===== config.mk =====
export PLATFORM = sky130hd
export DESIGN_NAME = vec_irq_ctrl
export DESIGN_NICKNAME = d
export VERILOG_FILES = /design/src/rtl/vic_pkg.sv /design/src/rtl/vic_datapath.sv /design/src/rtl/vic_ctrl.sv /design/src/rtl/vec_irq_ctrl.sv
export SDC_FILE = /design/constraint.sdc
export NUM_CORES = 1
export LEC_CHECK = 0
export BUFFER_PORTS_ARGS = -buffer_cell sky130_fd_sc_hd__buf_2
export CAP_MARGIN = 10
export CELL_PAD_IN_SITES_DETAIL_PLACEMENT = 1
export CELL_PAD_IN_SITES_GLOBAL_PLACEMENT = 2
export CORE_MARGIN = 8
export CORE_UTILIZATION = 26
export CTS_CLUSTER_DIAMETER = 30
export DETAILED_ROUTE_END_ITERATION = 16
export GPL_TIMING_DRIVEN = 0
export HOLD_SLACK_MARGIN = 0.15
export PLACE_DENSITY = 0.86
export SLEW_MARGIN = 10
export SYNTH_ARGS = -nofsm -noshare
export SYNTH_HDL_FRONTEND = slang
export SYNTH_SLANG_ARGS = --single-unit

===== constraint.sdc =====
create_clock -name clk -period 2.05 [get_ports clk]
set_clock_uncertainty 0.15 [all_clocks]
set_input_delay 0.3075 -clock clk [delete_from_list [all_inputs] [get_ports clk]]
set_output_delay 0.3075 -clock clk [all_outputs]
set_load 0.005 [all_outputs]

===== src/rtl/vic_pkg.sv =====
package vic_pkg;

  typedef enum logic [2:0] {
    OP_NOP      = 3'd0,
    OP_RD_PEND  = 3'd1,
    OP_WR_PEND  = 3'd2,
    OP_CLR_PEND = 3'd3,
    OP_RD_MASK  = 3'd4,
    OP_WR_MASK  = 3'd5,
    OP_EN       = 3'd6,
    OP_DIS      = 3'd7
  } cmdOpT;

  typedef struct packed {
    logic wrPend;
    logic clrPend;
    logic wrMask;
    logic setEn;
    logic clrEn;
    logic enter;
    logic rdPend;
    logic rdMask;
  } strobeT;

endpackage


===== src/rtl/vic_datapath.sv =====
module vic_datapath
  import vic_pkg::*;
#(
  parameter int N_SRC  = 16,
  parameter int DATA_W = 16
) (
  input  logic              clk,
  input  logic              rstN,
  input  strobeT            stb,
  input  logic [N_SRC-1:0]  evtPulse,
  input  logic [DATA_W-1:0] cmdData,
  output logic [N_SRC-1:0]  pendQ,
  output logic [N_SRC-1:0]  maskQ,
  output logic              enQ,
  output logic [DATA_W-1:0] rdData
);

  // one pending cell per source
  for (genvar i = 0; i < N_SRC; i++) begin : g_pend
    logic baseBit;
    logic canLatch;
    always_comb begin
      baseBit = pendQ[i];
      if (stb.wrPend)       baseBit = cmdData[i];
      else if (stb.clrPend) baseBit = pendQ[i] & ~cmdData[i];
      // latch only into a bit that was 0, or one being cleared now
      canLatch = ~pendQ[i] | (stb.clrPend & cmdData[i]);
    end
    always_ff @(posedge clk) begin
      if (!rstN) pendQ[i] <= 1'b0;
      else       pendQ[i] <= baseBit | (evtPulse[i] & canLatch);
    end
  end

  always_ff @(posedge clk) begin
    if (!rstN)           maskQ <= '0;
    else if (stb.wrMask) maskQ <= cmdData[N_SRC-1:0];
  end

  always_ff @(posedge clk) begin
    if (!rstN)          enQ <= 1'b0;
    else if (stb.enter) enQ <= 1'b0;
    else if (stb.setEn) enQ <= 1'b1;
    else if (stb.clrEn) enQ <= 1'b0;
  end

  always_comb begin
    rdData = '0;
    if (stb.rdPend)      rdData = DATA_W'(pendQ);
    else if (stb.rdMask) rdData = DATA_W'(maskQ);
  end

endmodule


===== src/rtl/vic_ctrl.sv =====
module vic_ctrl
  import vic_pkg::*;
#(
  parameter int                N_SRC      = 16,
  parameter int                ADDR_W     = 16,
  parameter logic [ADDR_W-1:0] VEC_BASE   = 16'h0400,
  parameter int                VEC_STRIDE = 4,
  parameter int                PFAIL_SRC  = 0,
  parameter int                SWI_SRC    = 2
) (
  input  logic [2:0]        cmdOp,
  input  logic              svcTake,
  input  logic [N_SRC-1:0]  pendQ,
  input  logic [N_SRC-1:0]  maskQ,
  input  logic              enQ,
  output strobeT            stb,
  output logic              svcReq,
  output logic [ADDR_W-1:0] vecAddr,
  output logic              saveIcStb
);

  localparam int IDX_W = (N_SRC > 1) ? $clog2(N_SRC) : 1;
  localparam logic [N_SRC-1:0] EXEMPT =
    (N_SRC'(1) << PFAIL_SRC) | (N_SRC'(1) << SWI_SRC);

  cmdOpT            op;
  logic [N_SRC-1:0] eligible;
  logic [IDX_W-1:0] winIdx;

  assign op       = cmdOpT'(cmdOp);
  assign eligible = pendQ & ((maskQ & {N_SRC{enQ}}) | EXEMPT);
  assign svcReq   = |eligible;

  // fixed priority: the lowest index wins
  always_comb begin
    winIdx = '0;
    for (int i = N_SRC - 1; i >= 0; i--) begin
      if (eligible[i]) winIdx = IDX_W'(i);
    end
  end

  assign vecAddr   = VEC_BASE + ADDR_W'(winIdx) * ADDR_W'(VEC_STRIDE);
  assign saveIcStb = svcReq & svcTake;

  always_comb begin
    stb         = '0;
    stb.wrPend  = (op == OP_WR_PEND);
    stb.clrPend = (op == OP_CLR_PEND);
    stb.wrMask  = (op == OP_WR_MASK);
    stb.setEn   = (op == OP_EN);
    stb.clrEn   = (op == OP_DIS);
    stb.rdPend  = (op == OP_RD_PEND);
    stb.rdMask  = (op == OP_RD_MASK);
    stb.enter   = saveIcStb;
  end

endmodule


===== src/rtl/vec_irq_ctrl.sv =====
module vec_irq_ctrl
  import vic_pkg::*;
#(
  parameter int N_SRC       = 16,
  parameter int DATA_W      = 16,
  parameter int ADDR_W      = 16,
  parameter int STAT_W      = 16,
  parameter int STAT_EN_BIT = 9
) (
  input  logic              clk,
  input  logic              rstN,
  input  logic [N_SRC-1:0]  evtPulse,
  input  logic [2:0]        cmdOp,
  input  logic [DATA_W-1:0] cmdData,
  input  logic              svcTake,
  output logic [DATA_W-1:0] rdData,
  output logic [STAT_W-1:0] statusWord,
  output logic              svcReq,
  output logic [ADDR_W-1:0] vecAddr,
  output logic              saveIcStb
);

  strobeT           stb;
  logic [N_SRC-1:0] pendQ;
  logic [N_SRC-1:0] maskQ;
  logic             enQ;

  vic_ctrl #(
    .N_SRC(N_SRC), .ADDR_W(ADDR_W)
  ) u_ctrl (
    .cmdOp(cmdOp), .svcTake(svcTake), .pendQ(pendQ), .maskQ(maskQ),
    .enQ(enQ), .stb(stb), .svcReq(svcReq), .vecAddr(vecAddr),
    .saveIcStb(saveIcStb)
  );

  vic_datapath #(
    .N_SRC(N_SRC), .DATA_W(DATA_W)
  ) u_dp (
    .clk(clk), .rstN(rstN), .stb(stb), .evtPulse(evtPulse),
    .cmdData(cmdData), .pendQ(pendQ), .maskQ(maskQ), .enQ(enQ),
    .rdData(rdData)
  );

  assign statusWord = STAT_W'(enQ) << STAT_EN_BIT;

endmodule


==> summary.md, run 1 <==
| Metric | Value |
|---|---|
| Remaining Overflow, GRT | `0` |
| Detailed Place HPWL | `6610 um` |
| Fillers | `1046` |
| Commonest cells after routing, fill and taps aside | `nor2_1, buf_2, nand2_1, buf_4, a21boi_1` |
| Setup CP Type | `flip-flop to output pin` |
| Fmax | `0.442 GHz` |
| Final hold viol count | `0` |
| Largest net degree at the start of global routing | `18` |
| Max-slew headroom | `57.4%` |
| Required time worst endpoint | `1.59 ns` |
| CTS tree | `done` |
| Nets | `477` |
| Clock sink count | `33` |
| Wire per inst | `16.2 um` |
| Sequential-to-total area share from yosys stat | `29.7%` |
| Initial Utilization | `27.0%` |
| Unique masters post-synth | `36` |
| Worst skew pair latency | `0.29 ns` |
| Commonest non-fill, non-tap cell in the layout | `nor2_1` |
| Remaining DRCs | `0` |
| Hold Crit Class | `primary input to flip-flop` |
| Root buffer cell | `clkbuf_8` |
| Leak | `1.53 nW` |
| CTS max path bufs | `2` |
| Crit-path max FO | `6` |
| Post-Syn Area | `0.00223 mm^2` |
| Post-synth top flop | `dfxtp_1` |
| Max IR drop VDD | `0.249 mV` |
| Worst reg2reg endpoint | `u_dp.enQ$_SDFFE_PP0P_` |
| Wirelength, routed | `8790 um` |
| Crit. Startpoint | `u_dp.pendQ[13]$_SDFF_PN0_` |
| Flop-to-flop setup slack | `0.21 ns` |
| # IOs | `88` |
| Final setup vio count | `5` |
| Worst slew pin tran | `0.637 ns` |
| Final Max Slew Viols | `0` |
| ANT cells | `0` |
| Via count | `2639` |
| Post-synth top area share | `29.7%` |
| Final Critical Period | `2.26 ns` |
| PortBufs | `60` |
| Pre-Repair DR Iteration Count | `4` |
| First-pass GRT wire length | `14100 um` |
| YS warnings | `0` |
| CP max-delay cell | `dfxtp_4` |
| Gp weighted congestion | `0.769` |
| Area contributors post-synth | `dfxtp_1, nor2_1, a21boi_1` |
| MaxCap Viol Count | `0` |
| Yosys reg bits | `33` |
| Asr flop ratio synth | `0%` |
| Via/cell ratio | `4.85` |
| Area growth syn-to-layout | `49.7%` |
| Pwr/cell area | `507 mW/mm^2` |
| Core Area | `0.00826 mm^2` |
| Outcome | `finished, violations left` |
| RSZ-0062 raised after global routing | `yes` |
| Layout cell share with drive strength beyond 1 | `33.3%` |
| Critical path endpoint category | `output pin` |
| Critical path endpoint | `saveIcStb` |
| Max H-tree Level | `2` |
| CTS Buf Count | `5` |
| Violated checks | `setup timing` |
| Clk slew on worst S/H paths | `0.07 ns` |
| Core Util, Final | `40.4%` |
| FF-to-FF Start | `u_dp.pendQ[13]$_SDFF_PN0_` |
| GRT Overall Usage | `15.0%` |
| Critical Path, Cell by Cell | `a22o_4, o41ai_4, nand4_1, and2_4, buf_6` |
| Worst Hold Depth | `3` |
| Syn avg cell area | `7.18 um^2` |
| # rows | `33` |
| Min-Delay Startpoint | `evtPulse[8]` |
| CP peak stage delay | `0.37 ns` |
| Post-synth EDFFs | `0` |
| Worst reg2reg path depth | `6` |
| Setup ws final | `-0.213 ns` |
| Iteration-0 DRC count of the detailed router | `112` |
| Setup TNS | `-0.463 ns` |
| Data arrival, critical path | `1.81 ns` |
| Number of global-route vias before repair | `2880` |
| Die Wd | `109 um` |
| Die Span Y | `109 um` |
| Largest area contributor in the netlist | `dfxtp_1` |
| Synthesized instance count | `310` |
| DIE AREA | `0.0118 mm^2` |
| CP Launch Type | `flip-flop` |
| Initial antenna violation count | `0` |
| Post-DRT Antenna Nets | `0` |
| Fin crit share | `110%` |
report_power, final:
part | total, mW | internal (mW) | leakage, nW | switching (mW)
Sequential | 0.749 | 0.683 | 0.280 | 0.0660
Clock | 0.514 | 0.267 | 0.0443 | 0.247
Combinational | 0.428 | 0.224 | 1.21 | 0.204
Total | 1.69 | 1.17 | 1.53 | 0.517
metal layers:
layer	up-vias	track usage, %	part of all wire, %
li1	1296	-	-
met3	11	3.51	4.8
met1	1275	17.4	44
met2	57	27.3	50
met4	0	3.23	1.1
met5	-	0	0
flip-flops by register name, summed over array words and instances (netlist names):
register / count
u_dp.pendQ: 16
u_dp.maskQ: 16
u_dp.enQ: 1
cell families (layout without fill, tap and decap cells):
kind of cell    count (synthesis)  in the layout  share of synthesized area [%]
simple gates                  121            121                           22.2
compound gates                107            107                           34.9
buf+inv                        47            151                           12.8
flops                          33             33                           29.7
other cells                     2             27                          0.337
worst min-delay path by stage:
| stage | end |
|---|---|
| global route | u_dp.pendQ[8]$_SDFF_PN0_ |
| CTS | u_dp.pendQ[11]$_SDFF_PN0_ |
| finish | u_dp.pendQ[8]$_SDFF_PN0_ |
| global placement | u_dp.maskQ[0]$_SDFFE_PN0N_ |
| floorplan | u_dp.maskQ[0]$_SDFFE_PN0N_ |
| detailed placement | u_dp.maskQ[0]$_SDFFE_PN0N_ |
synth_stat cells, drive strengths merged (2+ instances only):
cell type,instances
and2,3
clkbuf,15
o21ai,3
nand4,2
a21boi,32
a21oi,19
conb,2
buf,31
a31oi,3
nand2,41
a22o,7
o31ai,16
nor2,67
a22oi,17
nor2b,2
nand3,2
dfxtp,33
worst max-delay path, delay by kind of cell, from the launching register on:
kind / cells / cell delay [ns]
AOI/OAI and AO/OA: 2 / 0.60
and+or+nand+nor: 2 / 0.44
DFF: 1 / 0.37
buffers and inverters: 1 / 0.11
final cells by class:
type                            instances  area, um^2  area share, %
Buffer                                 44         289           8.67
Tap cell                              105         131           3.94
Inverter                                1        3.75          0.113
Sequential cell                        33         699           21.0
Multi-Input combinational cell        255        1450           43.4
Clock buffer                            7        86.3           2.59
Timing Repair Buffer                   99         676           20.3
metrics by stage:
step	instances	cell area, um^2	power, mW	hold WS (ns)	setup slack (ns)
after floorplan	335	2320	0.962	0.285	0.281
after global placement	500	2750	1.09	0.292	-0.159
after detailed placement	500	2750	1.11	0.302	-0.183
after CTS	543	3230	1.68	0.154	-0.212
after global routing	544	3330	1.78	0.167	-0.305
final	544	3330	1.69	0.154	-0.213
timing repair:
item / 4_1_cts / 5_1_grt
setup buffers: 8 / 2
pin swaps: 11 / 4
endpoints found under the hold margin: 28 / 0
gates resized for setup: 25 / 24
hold buffers: 29 / 0
setup endpoints to repair: 16 / 23
No activity file was read; power rests on OpenSTA's default activity.
==> run 2, diff against run 1 <==
CORE_ASPECT_RATIO = 2   (was default)
==> summary.md, run 2 (synthesized netlist as in run 1, its figures left out) <==
| Metric | Value |
|---|---|
| Initial Utilization | `26.3%` |
| # rows | `48` |
| Pwr/cell area | `581 mW/mm^2` |
| Largest net degree at the start of global routing | `18` |
| Area growth syn-to-layout | `51.2%` |
| DIE AREA | `0.0120 mm^2` |
| Cell area after layout | `0.00337 mm^2` |
| Clock sink count | `33` |
| RSZ-0062 raised after global routing | `yes` |
| Flop-to-flop setup slack | `0.23 ns` |
| Final setup vio count | `4` |
| GRT Overall Usage | `13.6%` |
| Initial antenna violation count | `0` |
| Required time worst endpoint | `1.59 ns` |
| Clk slew on worst S/H paths | `0.06 ns` |
| Fmax | `0.450 GHz` |
| Data arrival, critical path | `1.76 ns` |
| Worst reg2reg path depth | `6` |
| Detailed Place HPWL | `6010 um` |
| Setup TNS | `-0.387 ns` |
| Root buffer cell | `clkbuf_16` |
| Post-DRT Antenna Nets | `0` |
| Setup ws final | `-0.172 ns` |
| Wire per inst | `15.4 um` |
| Commonest cells after routing, fill and taps aside | `nor2_1, buf_2, nand2_1, buf_4, a21boi_1` |
| Max IR drop VDD | `0.360 mV` |
| Remaining Overflow, GRT | `0` |
| CTS Buf Count | `5` |
| Fin crit share | `108%` |
| Hold Crit Class | `primary input to flip-flop` |
| Hold_ws | `0.154 ns` |
| Violated checks | `setup timing` |
| Layout cell share with drive strength beyond 1 | `32.6%` |
| CTS max path bufs | `2` |
| Worst reg2reg endpoint | `u_dp.enQ$_SDFFE_PP0P_` |
| ANT cells | `0` |
| Die Span Y | `147 um` |
| Nets | `476` |
| Final Critical Period | `2.22 ns` |
| PortBufs | `60` |
| CTS tree | `done` |
| Iteration-0 DRC count of the detailed router | `70` |
| Via/cell ratio | `4.80` |
| Wirelength, routed | `8280 um` |
| Number of global-route vias before repair | `2693` |
| Biggest regs | `u_dp.maskQ: 16 flops, u_dp.pendQ: 16 flops, u_dp.enQ: 1 flops` |
| Outcome | `finished, violations left` |
| Worst skew pair latency | `0.28 ns` |
| Leak | `1.55 nW` |
| Remaining DRCs | `0` |
| Placed Area | `0.00275 mm^2` |
| Worst Hold Depth | `3` |
| Hold endpoint | `u_dp.pendQ[3]$_SDFF_PN0_` |
| Via count | `2587` |
| Core Area | `0.00847 mm^2` |
| # IOs | `88` |
| First-pass GRT wire length | `13000 um` |
| Max-slew headroom | `56.3%` |
| Core Util, Final | `39.8%` |
| Setup CP Type | `flip-flop to output pin` |
| Gp weighted congestion | `0.849` |
| Critical path endpoint category | `output pin` |
| Die Wd | `81.4 um` |
| Crit-path max FO | `3` |
| Commonest non-fill, non-tap cell in the layout | `nor2_1` |
| Pre-Repair DR Iteration Count | `4` |
| Final hold viol count | `0` |
| Pre-CTS setup slack | `-0.217 ns` |
| Max H-tree Level | `2` |
| Final Max Slew Viols | `0` |
| Min-Delay Startpoint | `cmdData[3]` |
| FF-to-FF Start | `u_dp.pendQ[11]$_SDFF_PN0_` |
| MaxCap Viol Count | `0` |
| Total power | `1.96 mW` |
| Placed insts | `495` |
| Non-Filler Instances | `539` |
| Worst slew pin tran | `0.656 ns` |
| CP Launch Type | `flip-flop` |
[run 2: changes by cell type in the layout (fill, tap and decap cells not counted), sizes merged]
cell,change
dlygate4sd3,-1
buf,-1
clkbuf,+1
clkinv,+1
[run 2: worst max-delay path: stages, from the launching register on]
cell	delay (ns)
dfxtp_4	0.35
a22o_4	0.26
o41ai_4	0.37
nand4_1	0.20
and2_4	0.21
buf_6	0.11
[run 2: timing repair]
action                                 CTS  global route
gates resized for setup                 29            13
pin swaps                               10             9
setup endpoints to repair               15            20
setup buffers                            7             3
endpoints found under the hold margin   26             0
hold buffers                            28             0
[run 2: layer usage]
layer  track usage [%]  share of wire (%)  vias to the layer above
li1                  -                  -                     1297
met1              16.2                 44                     1210
met2              23.8                 49                       73
met3              1.90                5.9                        7
met4              3.96                1.1                        0
met5                 0                  0                        -
[run 2: final cells by class]
type | count | area (um^2)
Sequential cell | 33 | 699
Buffer | 45 | 292
Multi-Input combinational cell | 255 | 1430
Clock buffer | 7 | 153
Timing Repair Buffer | 97 | 664
Fill cell | 1080 | 5100
Inverter | 1 | 3.75
Clock inverter | 1 | 5.00
Tap cell | 100 | 125
[run 2: how the worst max path moves through the flow]
stage | start | endpoint | cells after the start
3_3_place_gp | cmdOp[0] | u_dp.pendQ[13]$_SDFF_PN0_ | 6
3_5_place_dp | cmdOp[0] | u_dp.pendQ[15]$_SDFF_PN0_ | 6
4_1_cts | u_dp.pendQ[11]$_SDFF_PN0_ | saveIcStb | 5
6_report | u_dp.pendQ[11]$_SDFF_PN0_ | saveIcStb | 5
2_1_floorplan | u_dp.pendQ[14]$_SDFF_PN0_ | saveIcStb | 4
5_1_grt | u_dp.pendQ[11]$_SDFF_PN0_ | saveIcStb | 5
[run 2: power by group]
group          internal, mW  switching, mW
registers             0.685         0.0584
logic                 0.222          0.202
clock network         0.514          0.275
total                  1.42          0.535
